## src/rtl/span_timer_pkg.sv

```systemverilog
package span_timer_pkg;
  typedef enum logic [1:0] {
    MODE_STOP = 2'b00,
    MODE_UP   = 2'b01,
    MODE_CONT = 2'b10,
    MODE_UPDN = 2'b11
  } mode_e;

  typedef enum logic [1:0] {
    ADDR_CTRL  = 2'd0,
    ADDR_COUNT = 2'd1,
    ADDR_CMP   = 2'd2,
    ADDR_NONE  = 2'd3
  } addr_e;

  // ctrl word bit positions
  localparam int unsigned CTL_MODE_LO = 0;
  localparam int unsigned CTL_LEN_LO  = 2;
  localparam int unsigned CTL_DIV_LO  = 4;
  localparam int unsigned CTL_CLR     = 6;
  localparam int unsigned CTL_IE      = 7;
  localparam int unsigned CTL_FCLR    = 8;

  function automatic int unsigned len_bits(input logic [1:0] code);
    case (code)
      2'd0:    return 8;
      2'd1:    return 10;
      2'd2:    return 12;
      default: return 16;
    endcase
  endfunction
endpackage

```

## src/rtl/span_prescaler.sv

```systemverilog
module span_prescaler #(
  parameter int unsigned DIV_W = 2,
  localparam int unsigned PRE_W = (1 << DIV_W) - 1
) (
  input  logic             clk_i,
  input  logic             rst_ni,
  input  logic             tick_i,
  input  logic             en_i,
  input  logic             clr_i,
  input  logic [DIV_W-1:0] div_i,
  output logic             step_o
);
  logic [PRE_W-1:0] pcnt_q;
  logic [PRE_W-1:0] mask;
  logic             last;

  assign mask   = (PRE_W'(1) << div_i) - PRE_W'(1);
  assign last   = (pcnt_q >= mask);
  assign step_o = tick_i && en_i && !clr_i && last;

  always_ff @(posedge clk_i or negedge rst_ni) begin
    if (!rst_ni)              pcnt_q <= '0;
    else if (clr_i)           pcnt_q <= '0;
    else if (tick_i && en_i)  pcnt_q <= last ? '0 : pcnt_q + PRE_W'(1);
  end

  a_r3_phase_advance: assert property (@(posedge clk_i) disable iff (!rst_ni)
    (tick_i && en_i && !clr_i && !step_o) |=> pcnt_q == $past(pcnt_q) + PRE_W'(1));

  a_r9_phase_cleared: assert property (@(posedge clk_i) disable iff (!rst_ni)
    clr_i |=> pcnt_q == '0);
endmodule

```

## src/rtl/span_count_core.sv

```systemverilog
module span_count_core
  import span_timer_pkg::*;
#(
  parameter int unsigned CNT_W = 16
) (
  input  logic             clk_i,
  input  logic             rst_ni,
  input  mode_e            mode_i,
  input  logic [1:0]       len_i,
  input  logic             step_i,
  input  logic             clr_i,
  input  logic             load_i,
  input  logic             cmp_wr_i,
  input  logic [CNT_W-1:0] wdata_i,
  output logic [CNT_W-1:0] count_o,
  output logic             ovf_o
);
  logic [CNT_W-1:0] cnt_q, cnt_n, cmp_q, cmp_eff, lmax;
  logic [CNT_W:0]   one_sh;
  logic             dir_q, dir_n;  // 1: counting down
  logic             wrap, restart, cmp_mode;

  assign one_sh  = (CNT_W+1)'(1) << len_bits(len_i);
  assign lmax    = one_sh[CNT_W-1:0] - CNT_W'(1);
  assign cmp_eff = cmp_q & lmax;
  assign cmp_mode = (mode_i == MODE_UP) || (mode_i == MODE_UPDN);
  assign restart = cmp_wr_i && cmp_mode && (cmp_q == '0) && (wdata_i != '0);

  always_comb begin
    cnt_n = cnt_q;
    dir_n = dir_q;
    wrap  = 1'b0;
    if (step_i) begin
      case (mode_i)
        MODE_UP: if (cmp_q != '0) begin
          if (cnt_q >= cmp_eff) begin
            cnt_n = '0;
            wrap  = 1'b1;
          end else cnt_n = cnt_q + CNT_W'(1);
        end
        MODE_CONT: begin
          if (cnt_q >= lmax) begin
            cnt_n = '0;
            wrap  = 1'b1;
          end else cnt_n = cnt_q + CNT_W'(1);
        end
        MODE_UPDN: if (cmp_q != '0) begin
          if (!dir_q) begin
            if (cnt_q >= cmp_eff) begin
              dir_n = 1'b1;
              cnt_n = (cmp_eff == '0) ? '0 : cmp_eff - CNT_W'(1);
              wrap  = (cnt_n == '0);
            end else cnt_n = cnt_q + CNT_W'(1);
          end else if (cnt_q == '0) begin
            dir_n = 1'b0;
            cnt_n = CNT_W'(1);
          end else begin
            cnt_n = cnt_q - CNT_W'(1);
            wrap  = (cnt_q == CNT_W'(1));
          end
        end
        default: ;
      endcase
    end
  end

  always_ff @(posedge clk_i or negedge rst_ni) begin
    if (!rst_ni) begin
      cnt_q <= '0;
      dir_q <= 1'b0;
    end else if (clr_i) begin
      cnt_q <= '0;
      dir_q <= 1'b0;
    end else if (load_i) begin
      cnt_q <= wdata_i & lmax;
    end else if (restart) begin
      cnt_q <= '0;
      dir_q <= 1'b0;
    end else begin
      cnt_q <= cnt_n;
      dir_q <= dir_n;
    end
  end

  always_ff @(posedge clk_i or negedge rst_ni) begin
    if (!rst_ni)       cmp_q <= '0;
    else if (cmp_wr_i) cmp_q <= wdata_i;
  end

  assign count_o = cnt_q;
  assign ovf_o   = wrap && !clr_i && !load_i && !restart;

  a_r2_stop_holds: assert property (@(posedge clk_i) disable iff (!rst_ni)
    (mode_i == MODE_STOP && !clr_i && !load_i) |=> $stable(cnt_q));

  a_r3_idle_holds: assert property (@(posedge clk_i) disable iff (!rst_ni)
    (!step_i && !clr_i && !load_i && !restart) |=> $stable(cnt_q));

  a_r4_wrap_to_zero: assert property (@(posedge clk_i) disable iff (!rst_ni)
    ovf_o |=> cnt_q == '0);

  a_r8_zero_cmp_freeze: assert property (@(posedge clk_i) disable iff (!rst_ni)
    (cmp_mode && cmp_q == '0 && !clr_i && !load_i && !cmp_wr_i) |=> $stable(cnt_q));

  a_r9_clear_state: assert property (@(posedge clk_i) disable iff (!rst_ni)
    clr_i |=> (cnt_q == '0 && !dir_q));
endmodule

```

## src/rtl/span_ovf_flag.sv

```systemverilog
module span_ovf_flag (
  input  logic clk_i,
  input  logic rst_ni,
  input  logic set_i,
  input  logic clr_i,
  input  logic ie_i,
  output logic flag_o,
  output logic irq_o
);
  logic flag_q;

  always_ff @(posedge clk_i or negedge rst_ni) begin
    if (!rst_ni)     flag_q <= 1'b0;
    else if (set_i)  flag_q <= 1'b1;  // set beats clear
    else if (clr_i)  flag_q <= 1'b0;
  end

  assign flag_o = flag_q;
  assign irq_o  = flag_q && ie_i;

  a_r10_sticky: assert property (@(posedge clk_i) disable iff (!rst_ni)
    (flag_q && !clr_i) |=> flag_q);

  a_r10_set_seen: assert property (@(posedge clk_i) disable iff (!rst_ni)
    set_i |=> flag_q);
endmodule

```

## src/rtl/span_timer.sv

```systemverilog
module span_timer
  import span_timer_pkg::*;
#(
  parameter int unsigned CNT_W = 16,
  parameter int unsigned DIV_W = 2
) (
  input  logic             clk_i,
  input  logic             rst_ni,
  input  logic             tick_i,
  input  logic             wr_en_i,
  input  logic [1:0]       wr_addr_i,
  input  logic [CNT_W-1:0] wr_data_i,
  output logic [CNT_W-1:0] count_o,
  output logic             ovf_o,
  output logic             irq_o
);
  mode_e            mode_q;
  logic [1:0]       len_q;
  logic [DIV_W-1:0] div_q;
  logic             ie_q;
  logic             ctl_wr, clr_pulse, fclr_pulse, step, ovf_set;

  assign ctl_wr     = wr_en_i && (wr_addr_i == ADDR_CTRL);
  assign clr_pulse  = ctl_wr && wr_data_i[CTL_CLR];
  assign fclr_pulse = ctl_wr && wr_data_i[CTL_FCLR];

  always_ff @(posedge clk_i or negedge rst_ni) begin
    if (!rst_ni) begin
      mode_q <= MODE_STOP;
      len_q  <= 2'd3;
      div_q  <= '0;
      ie_q   <= 1'b0;
    end else if (ctl_wr) begin
      mode_q <= mode_e'(wr_data_i[CTL_MODE_LO +: 2]);
      len_q  <= wr_data_i[CTL_LEN_LO +: 2];
      div_q  <= wr_data_i[CTL_DIV_LO +: DIV_W];
      ie_q   <= wr_data_i[CTL_IE];
    end
  end

  span_prescaler #(.DIV_W(DIV_W)) u_pre (
    .clk_i  (clk_i),
    .rst_ni (rst_ni),
    .tick_i (tick_i),
    .en_i   (mode_q != MODE_STOP),
    .clr_i  (clr_pulse),
    .div_i  (div_q),
    .step_o (step)
  );

  span_count_core #(.CNT_W(CNT_W)) u_core (
    .clk_i    (clk_i),
    .rst_ni   (rst_ni),
    .mode_i   (mode_q),
    .len_i    (len_q),
    .step_i   (step),
    .clr_i    (clr_pulse),
    .load_i   (wr_en_i && (wr_addr_i == ADDR_COUNT)),
    .cmp_wr_i (wr_en_i && (wr_addr_i == ADDR_CMP)),
    .wdata_i  (wr_data_i),
    .count_o  (count_o),
    .ovf_o    (ovf_set)
  );

  span_ovf_flag u_flag (
    .clk_i  (clk_i),
    .rst_ni (rst_ni),
    .set_i  (ovf_set),
    .clr_i  (fclr_pulse),
    .ie_i   (ie_q),
    .flag_o (ovf_o),
    .irq_o  (irq_o)
  );

  a_r1_reset_idle: assert property (@(posedge clk_i) disable iff (!rst_ni)
    $rose(rst_ni) |-> (count_o == '0 && !ovf_o));
endmodule

```

## config.mk

```make
export PLATFORM = sky130hd
export DESIGN_NAME = span_timer
export DESIGN_NICKNAME = d
export VERILOG_FILES = /design/src/rtl/span_timer_pkg.sv /design/src/rtl/span_prescaler.sv /design/src/rtl/span_count_core.sv /design/src/rtl/span_ovf_flag.sv /design/src/rtl/span_timer.sv
export SDC_FILE = /design/constraint.sdc
export NUM_CORES = 1
export LEC_CHECK = 0
export ABC_CLOCK_PERIOD_IN_PS = 2970
export BUFFER_PORTS_ARGS = -buffer_cell sky130_fd_sc_hd__buf_2
export CORE_MARGIN = 10
export CORE_UTILIZATION = 50
export CTS_CLUSTER_DIAMETER = 120
export DETAILED_ROUTE_END_ITERATION = 10
export PLACE_DENSITY_LB_ADDON = 0.08
export SLEW_MARGIN = 5
export SYNTH_ARGS = -nofsm -noshare
export SYNTH_HDL_FRONTEND = slang
export SYNTH_SLANG_ARGS = --single-unit
```

## constraint.sdc

```tcl
create_clock -name clk_i -period 2.97 [get_ports clk_i]
set_clock_uncertainty 0.2 [all_clocks]
set_input_delay 0 -clock clk_i [delete_from_list [all_inputs] [get_ports clk_i]]
set_output_delay 0 -clock clk_i [all_outputs]
set_load 0.05 [all_outputs]
```

# After elaboration in Yosys (flattened, before gate mapping)

Cells that the tools add are included.

Bits in registers: 44
Input port bits: 22
Output and inout port bits: 18
Logic and storage cells: 106

$add $sub $neg: 6
$lt $le $gt $ge: 3
Eq/ne operators: 11
Shift operators: 2
Mux-type cells: 36
Bitwise gates (word level): 2
Reduce and logical (&&, ||, !) cells: 37

Operators with widths:

| kind                                                                    | count |
|---|---|
| 16-bit 2-to-1 mux                                                       | 12 |
| 16-bit zero test                                                        | 4 |
| 16-bit case mux with 3 select lines                                     | 1 |
| 16-bit by 1-bit subtractor with 16-bit output, second input constant    | 3 |
| 16-bit bitwise AND                                                      | 2 |
| 16-bit greater-or-equal comparator                                      | 2 |
| 16-bit nonzero test                                                     | 2 |
| 1-bit 2-to-1 mux                                                        | 18 |
| 16-bit by 1-bit adder with 16-bit output, second input constant         | 1 |
| 16-bit by 1-bit equality test with 1-bit output, second input constant  | 1 |
| 1-bit by 5-bit left shift with 16-bit output, first input constant      | 1 |
| 1-bit logical AND                                                       | 15 |
| 5-bit case mux with 3 select lines                                      | 1 |
| 5-bit by 2-bit inequality test with 1-bit output, second input constant | 2 |
| 3-bit 2-to-1 mux                                                        | 3 |
| 3-bit nonzero test                                                      | 3 |
| 2-bit equality test, second input constant                              | 4 |
| 4-bit AND reduction                                                     | 2 |
| 2-bit by 1-bit equality test with 1-bit output, second input constant   | 3 |
| 2-bit nonzero test                                                      | 3 |
| 6-bit nonzero test                                                      | 1 |
| 2-bit zero test                                                         | 2 |
| 4-bit nonzero test                                                      | 1 |
| 3-bit by 1-bit adder with 3-bit output, second input constant           | 1 |
| 7 further kinds                                                         | 9 |

# Depth between registers and ports, before layout

Gate-level depths: netlist of the first run.

Depth after elaboration: 17
Depth in mapped cells: 13
Mapped depth without buffers: 11

# Cells and area by module

A second synthesis of the first run with hierarchy kept.

Cells, all modules: 566
Area, all modules: 4569.4 µm²

By module, submodules not included:

| module          | times used | cells an instance | area each (µm²) | sequential area each (µm²) |
|---|---|---|---|---|
| span_count_core | 1          | 515               | 3978.8          | 825.8 |
| span_timer      | 1          | 21                | 314.1           | 177.7 |
| span_prescaler  | 1          | 26                | 234.0           | 75.1 |
| span_ovf_flag   | 1          | 4                 | 42.5            | 25.0 |

# Least setup slack after synthesis of the first run

Ideal clock, no wire load.

Kind: register to register
Start: register u_core.cnt_q[0] (netlist: u_core.count_o[0])
End: register u_core.cnt_q[2] (netlist: u_core.count_o[2])
Library setup time: 0.126 ns
Data arrival time: 2.985 ns
Data required time: 2.644 ns
Slack: -0.341 ns
Stages on the path, launching flop included: 11
Buffers on the path: 0
Period minus slack after synthesis: 3.311 ns
Path through: dfrtp_1 -> inv_1 -> ha_1 -> nor2_1 -> a21oi_1 -> o41ai_1 -> a21oi_1 -> nor2_1 -> nor3_1 -> a211o_1 -> a221o_1

Word-level cells in the longest chain between the ends: 9
Elaborated cells on any way between the ends: 17
Those cells by class: 2 x add/sub; 2 x order compare; 12 x mux; 1 x reduce/logical

Ends and longest elaborated chain:

| element                                                          | RTL line                                                            | RTL |
|---|---|---|
| start, declared                                                  | span_count_core.sv:18                                               | `logic [CNT_W-1:0] cnt_q, cnt_n, cmp_q, cmp_eff, lmax;` |
| start signal, assigned                                           | span_count_core.sv:75                                               | `cnt_q <= wdata_i & lmax;` |
| start signal, assigned                                           | span_count_core.sv:80                                               | `cnt_q <= cnt_n;` |
| 16-bit by 1-bit adder with 16-bit output (tied with other cells) | span_count_core.sv:39, span_count_core.sv:45, span_count_core.sv:53 |  |
| 16-bit 2-to-1 mux, on equally long branches                      | span_count_core.sv:49, span_count_core.sv:54                        |  |
| 16-bit 2-to-1 mux                                                | span_count_core.sv:48                                               | `if (!dir_q) begin` |
| 16-bit 2-to-1 mux                                                | span_count_core.sv:47                                               | `MODE_UPDN: if (cmp_q != '0) begin` |
| 16-bit case mux with 3 select lines *                            | span_count_core.sv:34                                               | `case (mode_i)` |
| 16-bit 2-to-1 mux *                                              | span_count_core.sv:33                                               | `if (step_i) begin` |
| 16-bit 2-to-1 mux *                                              | span_count_core.sv:76                                               | `end else if (restart) begin` |
| 16-bit 2-to-1 mux *                                              | span_count_core.sv:74                                               | `end else if (load_i) begin` |
| 16-bit 2-to-1 mux *                                              | span_count_core.sv:71                                               | `end else if (clr_i) begin` |

Every way passes the cells marked *; elsewhere a longest branch is shown, timed or not. The select of a mux whose other input is x is not followed.
A chain may end at the register's enable or synchronous reset.

# Final worst setup path of the first run

Start: register len_q[1]
End: register u_core.cnt_q[2] (netlist: u_core.count_o[2])

Word-level cells in the longest chain between the ends: 15
Elaborated cells on any way between the ends: 24
Those cells by class: 2 x add/sub; 2 x order compare; 2 x eq/ne; 1 x shift; 13 x mux; 2 x bitwise; 2 x reduce/logical

Ends and longest elaborated chain:

| element                                                                           | RTL line              | RTL |
|---|---|---|
| start, declared                                                                   | span_timer.sv:18      | `logic [1:0] len_q;` |
| start signal, assigned                                                            | span_timer.sv:35      | `len_q <= wr_data_i[CTL_LEN_LO +: 2];` |
| 2-bit equality test (tied with other cells)                                       | span_timer_pkg.sv:25  | `case (code)` |
| 5-bit case mux with 3 select lines *                                              | span_timer_pkg.sv:25  |  |
| 1-bit by 5-bit left shift with 16-bit output *                                    | span_count_core.sv:23 | `assign one_sh = (CNT_W+1)'(1) << len_bits(len_i);` |
| 16-bit by 1-bit subtractor with 16-bit output *                                   | span_count_core.sv:24 | `assign lmax = one_sh[CNT_W-1:0] - CNT_W'(1);` |
| 16-bit bitwise AND                                                                | span_count_core.sv:25 | `assign cmp_eff = cmp_q & lmax;` |
| 16-bit by 1-bit subtractor with 16-bit output or 16-bit zero test (tied branches) | span_count_core.sv:51 | `cnt_n = (cmp_eff == '0) ? '0 : cmp_eff - CNT_W'(1);` |
| 16-bit 2-to-1 mux                                                                 | span_count_core.sv:51 |  |
| 16-bit 2-to-1 mux                                                                 | span_count_core.sv:49 | `if (cnt_q >= cmp_eff) begin` |
| 16-bit 2-to-1 mux                                                                 | span_count_core.sv:48 |  |
| 16-bit 2-to-1 mux                                                                 | span_count_core.sv:47 |  |
| 16-bit case mux with 3 select lines                                               | span_count_core.sv:34 |  |
| 16-bit 2-to-1 mux                                                                 | span_count_core.sv:33 |  |
| 16-bit 2-to-1 mux                                                                 | span_count_core.sv:76 |  |
| 16-bit 2-to-1 mux *                                                               | span_count_core.sv:74 |  |
| 16-bit 2-to-1 mux *                                                               | span_count_core.sv:71 |  |

Marks and branches as above.

==> metrics.md, run 1 <==
| Metric | Value |
|---|---|
| Power share of the combinational group | `75.9%` |
| Final core occ | `73.81%` |
| Vias | `5,136` |
| Leading post-synthesis cells by instance count | `54 x nand2_1, 42 x dfrtp_1, 41 x nor2_1, 39 x ha_1, 33 x a21oi_1` |
| Die area | `12,800 µm²` |
| P&R area growth vs syn | `41.87%` |
| Post-route ant nets | `0` |
| Synthesized cell area | `4339 µm²` |
| WHS | `0.01001 ns` |
| Switching Share | `50.83%` |
| Post-Syn Area per Cell | `8.187 µm²` |
| Crit-path max FO | `5` |
| Worst Hold Depth | `5` |
| Relative slew slack | `29.91%` |
| Critical path capture point type | `flop` |
| H-tree Lvls | `2` |
| Failing checks | `negative setup slack` |
| Final wirelength | `18.16 mm` |
| First-pass DRT Iterations | `5` |
| Initial Util | `52.03%` |
| Post-route minimum period | `3.021 ns` |
| Total gr overflow | `0` |
| R2R Setup Slk | `-0.05 ns` |
| Power density over the cells | `977.1 nW/µm²` |
| Core Region | `8341 µm²` |
| # nets final | `746` |
| FF-to-FF path depth | `12` |
| Wire per inst | `22.96 µm` |
| Hold_sp | `wr_addr_i[1]` |
| Clock sink total | `44` |
| Critical path required time | `2.97 ns` |
| # setup viols final | `9` |
| Sum Neg Setup Slack | `-0.2628 ns` |
| Final period utilization | `101.7%` |
| GPL Wtd Cong | `1.007` |
| Largest net degree at the start of global routing | `45` |
| GR Util All Layers | `26.67%` |
| Internal power | `0.002958 W` |
| Vias/cell | `6.493` |
| First-pass GRT wire length | `27.49 mm` |
| FFs w/ async S/R, synth | `100.0%` |
| Skew-Pair Late Insertion Delay | `0.32 ns` |
| R2R Path Start | `len_q[1]$_DFFE_PN1P_` |
| Share of layout cells above drive strength 1 | `37.17%` |
| Flops & latches, synth | `44` |
| Root Buffer | `clkbuf_8` |
| Yosys cell types | `72` |
| Antenna diodes | `0` |
| Post-synth EDFFs | `0` |
| Outcome | `finished with violations` |
| Critical path launch point type | `flop` |
| Fill count | `623` |
| Number of global-route vias before repair | `4,999` |
| Sequential-to-total area share from yosys stat | `25.43%` |
| Worst-margin pin slew | `1.051 ns` |
| Switching power of the nets | `0.003057 W` |
| Seq pwr share | `17.1%` |
| First DRT Iteration DRCs | `599` |
| DRC viols | `0` |
| TritonCTS clock tree | `built` |
| Synth area leaders | `dfrtp_1 24%, ha_1 11%, mux2_2 4.9%, nand2_1 4.7%, a21oi_1 3.8%` |
| Rows | `33` |
| Die Y | `113.2 µm` |
| Leak Pwr | `2.687 nW` |
| PortBufs | `39` |
| Max cap viols | `0` |
| Worst R2R End | `u_core.count_o[2]$_DFFE_PN0P_` |
| Worst VDD drop | `449.1 µV` |
| Final hold vios | `0` |
| Final WS setup | `-0.05132 ns` |
| Clk buf depth | `2` |
| RSZ-0062 raised after global routing | `yes` |
| DP Worst Slack | `-0.2836 ns` |
| Top-count cell post-synth | `nand2_1` |
| Crit Path Category | `flop to flop` |
| Worst hold path class | `input port to flop` |
| I/O pins | `40` |
| Max-slew violations | `0` |
| Inserted Clock Buffers | `5` |
| Fmax | `331.0 MHz` |
| Initial antenna violation count | `0` |
| Synth warn | `0` |
| Min-Delay Endpoint | `mode_q[1]$_DFFE_PN0P_` |
| Synth Instances | `530` |
| Clock power share | `7.0%` |
| Hpwl dp | `13.60 mm` |
| WP data arrival | `3.02 ns` |
| Reg clk slew, reported paths | `0.10 ns` |
| Top cell type's share of synthesized area | `24.22%` |
| Die W | `113.2 µm` |
| Leading register cell type out of synthesis | `dfrtp_1` |
| Dominant cell type by area after synthesis | `dfrtp_1` |
==> placed cells by master (no fill, tap or decap), types with 9 or more instances in the layout <==
master / n
nand2_1: 44
nor3_1: 12
xor2_1: 9
nor2_1: 40
dlygate4sd3_1: 19
buf_6: 12
nand3_1: 17
o21ai_0: 21
xnor2_1: 16
nor4_1: 12
inv_1: 26
buf_2: 39
dfrtp_1: 37
a21oi_1: 30
buf_4: 96
nand4_1: 9
mux2_2: 19
ha_1: 31
==> metrics by stage <==
stage	total power, W	std cells	area, µm²
2_1_floorplan	0.003203	531	4372
5_1_grt	0.006356	791	6156
3_5_place_dp	0.004699	754	5366
6_report	0.006015	791	6156
4_1_cts	0.005286	787	5758
3_3_place_gp	0.004636	754	5366
==> flip-flops by register name, indices dropped and copies added (netlist names) <==
signal / count
div_q: 2
ie_q: 1
len_q: 2
mode_q: 2
u_core.cmp_q: 16
u_core.count_o: 16
u_core.dir_q: 1
u_flag.flag_o: 1
u_pre.pcnt_q: 3
==> worst max-delay path by stage <==
stage	slack, ns	cells after the start	startpoint	endpoint
floorplan	0.001	7	u_core.count_o[10]$_DFFE_PN0P_	u_core.count_o[2]$_DFFE_PN0P_
global placement	-0.23	12	len_q[1]$_DFFE_PN1P_	u_core.count_o[8]$_DFFE_PN0P_
detailed placement	-0.28	12	len_q[1]$_DFFE_PN1P_	u_core.count_o[7]$_DFFE_PN0P_
CTS	-0.0004	13	len_q[1]$_DFFE_PN1P_	u_core.count_o[1]$_DFFE_PN0P_
global route	-0.14	12	len_q[1]$_DFFE_PN1P_	u_core.count_o[13]$_DFFE_PN0P_
finish	-0.05	12	len_q[1]$_DFFE_PN1P_	u_core.count_o[2]$_DFFE_PN0P_
==> power by group through the flow <==
stage / clock (W) / sequential, W / combinational [W]
finish: 0.000422 / 0.00103 / 0.00456
global route: 0.000450 / 0.00104 / 0.00487
CTS: 0.000422 / 0.000992 / 0.00387
detailed placement: 0 / 0.00101 / 0.00369
global placement: 0 / 0.00101 / 0.00363
floorplan: 0 / 0.00130 / 0.00190
==> kinds of logic (layout without fill, tap and decap cells) <==
kind of cell | Yosys count | in the layout | synth area share (%)
compound gates | 155 | 155 | 24.48
xor+xnor | 25 | 25 | 5.046
fa+ha+maj | 39 | 39 | 11.25
buf+inv | 48 | 203 | 4.729
flops | 44 | 44 | 25.43
mux | 24 | 24 | 6.084
other cells | 2 | 3 | 0.1731
simple gates | 193 | 193 | 22.81
==> routing by layer <==
metal | part of all wire [%] | GRT usage [%]
met1 | 41 | 34.91
met4 | 3.9 | 9.306
met3 | 9.7 | 6.286
met2 | 45 | 41.90
met5 | 0 | 0
==> worst max-delay path: stages (launching register included) <==
cell	delay, ns
dfstp_2	0.57
buf_4	0.15
inv_1	0.05
ha_1	0.30
nand4_1	0.18
a2111oi_2	0.41
buf_4	0.20
nor4_4	0.04
o21ai_2	0.15
nand2_2	0.11
nand2_4	0.13
a21oi_1	0.07
a221o_1	0.34
==> cell type report <==
class	instances	area (µm²)	area share, %
inverters	27	101.3	1.646
clock buffers	6	82.58	1.341
repair buffers	168	1281	20.81
flip-flops and latches	44	1112	18.07
well taps	105	131.4	2.134
multi-input cells	439	3432	55.75
clock inverters	2	15.01	0.2439
==> repair_timing <==
action                     in CTS  in global routing
setup endpoints to repair      17                 17
hold buffers                   19                  0
buffers inserted                6                  9
resized for setup              14                 73
pin swaps                      10                 35
hold endpoints to repair       82                  0
(Power assumes the default switching activity.)
==> run 2, diff against run 1 <==
--- a/config.mk
+++ b/config.mk
@@ -5,10 +5,11 @@
 export SDC_FILE = /design/constraint.sdc
 export NUM_CORES = 1
 export LEC_CHECK = 0
-export ABC_CLOCK_PERIOD_IN_PS = 2970
+export ABC_CLOCK_PERIOD_IN_PS = 2900
 export BUFFER_PORTS_ARGS = -buffer_cell sky130_fd_sc_hd__buf_2
-export CORE_MARGIN = 10
-export CORE_UTILIZATION = 50
+export CELL_PAD_IN_SITES_DETAIL_PLACEMENT = 1
+export CELL_PAD_IN_SITES_GLOBAL_PLACEMENT = 1
+export CORE_UTILIZATION = 46
 export CTS_CLUSTER_DIAMETER = 120
 export DETAILED_ROUTE_END_ITERATION = 10
 export PLACE_DENSITY_LB_ADDON = 0.08
==> constraint.sdc (replaced) <==
create_clock -name clk_i -period 2.9 [get_ports clk_i]
set_clock_uncertainty 0.2 [all_clocks]
set_input_delay 0 -clock clk_i [delete_from_list [all_inputs] [get_ports clk_i]]
set_output_delay 0 -clock clk_i [all_outputs]
set_load 0.05 [all_outputs]
==> metrics.md, run 2 (synthesis gave the netlist of run 1 again) <==
| Metric | Value |
|---|---|
| Worst-margin pin slew | `1.148 ns (+0.09710 ns)` |
| P&R area growth vs syn | `43.11%` |
| Final WS setup | `-0.7259 ns (-0.6745 ns)` |
| Core Region | `9196 µm² (+10%)` |
| TritonCTS clock tree | `built` |
| Outcome | `finished with violations` |
| DP Worst Slack | `-0.4572 ns (-0.1736 ns)` |
| Clock sink total | `44 (unchanged)` |
| Post-route minimum period | `3.626 ns (+0.6045 ns)` |
| Largest net degree at the start of global routing | `45 (unchanged)` |
| Initial Util | `47.18% (-4.8 points)` |
| Final wirelength | `26.22 mm (+44%)` |
| Failing checks | `negative setup slack` |
| GPL Wtd Cong | `0.9682 (-3.9%)` |
| GR Util All Layers | `45.59% (+19 points)` |
| RSZ-0062 raised after global routing | `yes` |
| Die W | `99.13 µm (-12%)` |
| Fmax | `275.8 MHz (-17%)` |
| Wire per inst | `32.49 µm (+42%)` |
| Clock power share | `7.7% (+0.7 points)` |
| Hpwl dp | `14.99 mm (+10%)` |
| Relative slew slack | `23.44% (-6.5 points)` |
| Seq pwr share | `16.4% (-0.7 points)` |
| R2R Path Start | `len_q[1]$_DFFE_PN1P_` |
| Clk buf depth | `2 (unchanged)` |
| Most frequent cells in the layout | `113 x buf_4, 48 x nand2_1, 39 x buf_2` |
| Leak Pwr | `2.721 nW (+1.3%)` |
| Critical path required time | `2.89 ns (-0.08 ns)` |
| Sum Neg Setup Slack | `-9.086 ns (-8.823 ns)` |
| First-pass GRT wire length | `33.69 mm (+23%)` |
| Initial antenna violation count | `1 (+1)` |
| Commonest non-fill, non-tap cell in the layout | `buf_4` |
| Worst R2R End | `u_core.count_o[0]$_DFFE_PN0P_` |
| Power consumption | `0.006655 W (+11%)` |
| Max cap viols | `0 (unchanged)` |
| Worst setup endpoint | `u_core.count_o[0]$_DFFE_PN0P_` |
| Skew-Pair Late Insertion Delay | `0.32 ns (about the same)` |
| Root Buffer | `clkbuf_8` |
| Post-route ant nets | `0 (unchanged)` |
| Reg clk slew, reported paths | `0.11 ns (about the same)` |
| Vias | `5,992 (+17%)` |
| R2R Setup Slk | `-0.73 ns (-0.67 ns)` |
| Final period utilization | `125.0% (+23 points)` |
| H-tree Lvls | `2 (unchanged)` |
| Critical Path Source | `len_q[1]$_DFFE_PN1P_` |
| Max-slew violations | `0 (unchanged)` |
| Critical path capture point type | `flop` |
| Internal power | `0.003015 W (+2.0%)` |
| Antenna diodes | `0 (unchanged)` |
| Final hold vios | `0 (unchanged)` |
| Critical path launch point type | `flop` |
| Worst VDD drop | `435.4 µV (-3.0%)` |
| Share of layout cells above drive strength 1 | `39.94% (+2.8 points)` |
| PortBufs | `39 (unchanged)` |
| Number of global-route vias before repair | `5,797 (+16%)` |
| I/O pins | `40 (unchanged)` |
| Inserted Clock Buffers | `5 (unchanged)` |
| Switching power of the nets | `0.003639 W (+19%)` |
| Rows | `35 (+6.1%)` |
| # nets final | `756 (+1.3%)` |
| Crit Path Category | `flop to flop` |
| Switching Share | `54.69% (+3.9 points)` |
| Die Y | `99.13 µm (-12%)` |
| Worst hold path class | `input port to flop` |
| First DRT Iteration DRCs | `789 (+32%)` |
| First-pass DRT Iterations | `5 (unchanged)` |
| Power density over the cells | `1072 nW/µm² (+9.7%)` |
| DRC viols | `0 (unchanged)` |
| FF-to-FF path depth | `14 (+2)` |
| WP data arrival | `3.61 ns (+0.59 ns)` |
| Total gr overflow | `0 (unchanged)` |
| # setup viols final | `18 (+9)` |
| Power share of the combinational group | `75.8% (about the same)` |
| Vias/cell | `7.425 (+14%)` |
| Die area | `9826 µm² (-23%)` |
| Crit-path max FO | `8 (+3)` |
[run 2: changes by cell type in the layout (fill, tap and decap cells not counted), moves of 3 or more]
cell,previous run,this run
a21oi_2,2,13
buf_6,12,7
nand2_1,44,48
buf_4,96,113
nor2_2,1,4
nand2_2,8,5
a21oi_1,30,21
[run 2: worst min-delay path by stage]
stage / startpoint / to / slack, ns / depth (start not counted)
2_1_floorplan: rst_ni / div_q[0]$_DFFE_PN0P_ / -0.50 / 0
3_3_place_gp: rst_ni / u_core.count_o[13]$_DFFE_PN0P_ / 0.02 / 1
3_5_place_dp: rst_ni / u_core.count_o[13]$_DFFE_PN0P_ / 0.03 / 1
4_1_cts: tick_i / u_pre.pcnt_q[0]$_DFFE_PN0P_ / 0.0006 / 4
5_1_grt: wr_addr_i[0] / mode_q[0]$_DFFE_PN0P_ / 0.09 / 4
6_report: wr_addr_i[0] / mode_q[0]$_DFFE_PN0P_ / 0.06 / 4
[run 2: routing by layer]
layer	track usage (%)	vias up	wire length (µm)
li1	-	2317	-
met1	57.47	2875	9195
met2	77.57	564	11500
met3	6.254	232	3091
met4	21.38	4	2386
met5	0	-	51
[run 2: critical path, cell delays in order (launching register included)]
cell	delay, ns
dfstp_2	0.63
buf_4	0.14
buf_6	0.10
and2_4	0.18
buf_6	0.13
nand2_2	0.09
ha_4	0.28
nand4_1	0.32
a21oi_2	0.36
buf_4	0.18
o31ai_2	0.07
buf_6	0.16
o21ai_2	0.15
o311ai_2	0.15
a31oi_2	0.37
[run 2: repair_timing]
| action | 4_1_cts | 5_1_grt |
|---|---|---|
| endpoints found under the setup margin | 18 | 17 |
| pin swaps | 21 | 27 |
| gates cloned | 0 | 1 |
| gates resized for setup | 45 | 47 |
| setup buffers | 12 | 8 |
| hold endpoints to repair | 81 | 0 |
| hold buffers | 17 | 0 |
[run 2: final cells by class]
class	instances	area, µm²
Multi-Input combinational cell	439	3422
Fill cell	1070	2987
Timing Repair Buffer	178	1319
Sequential cell	44	1115
Tap cell	111	138.9
Inverter	27	103.9
Clock buffer	5	68.82
Clock inverter	3	42.54
[run 2: power groups by stage]
stage	clock network [W]	registers [W]	logic, W
6_report	0.000515	0.00109	0.00505
5_1_grt	0.000529	0.00108	0.00517
4_1_cts	0.000494	0.00103	0.00414
3_5_place_dp	0	0.00104	0.00378
3_3_place_gp	0	0.00103	0.00365
2_1_floorplan	0	0.00134	0.00196
[run 2: metrics by stage]
stage	instance area (µm²)	utilization (%)	hold WS, ns	instances
floorplan	4394	-	-0.4956	531
global placement	5379	58.49	0.01741	762
detailed placement	5379	58.49	0.03252	762
CTS	5941	64.60	0.0005780	799
global route	6210	67.52	0.08547	807
finish	6210	67.52	0.06450	807
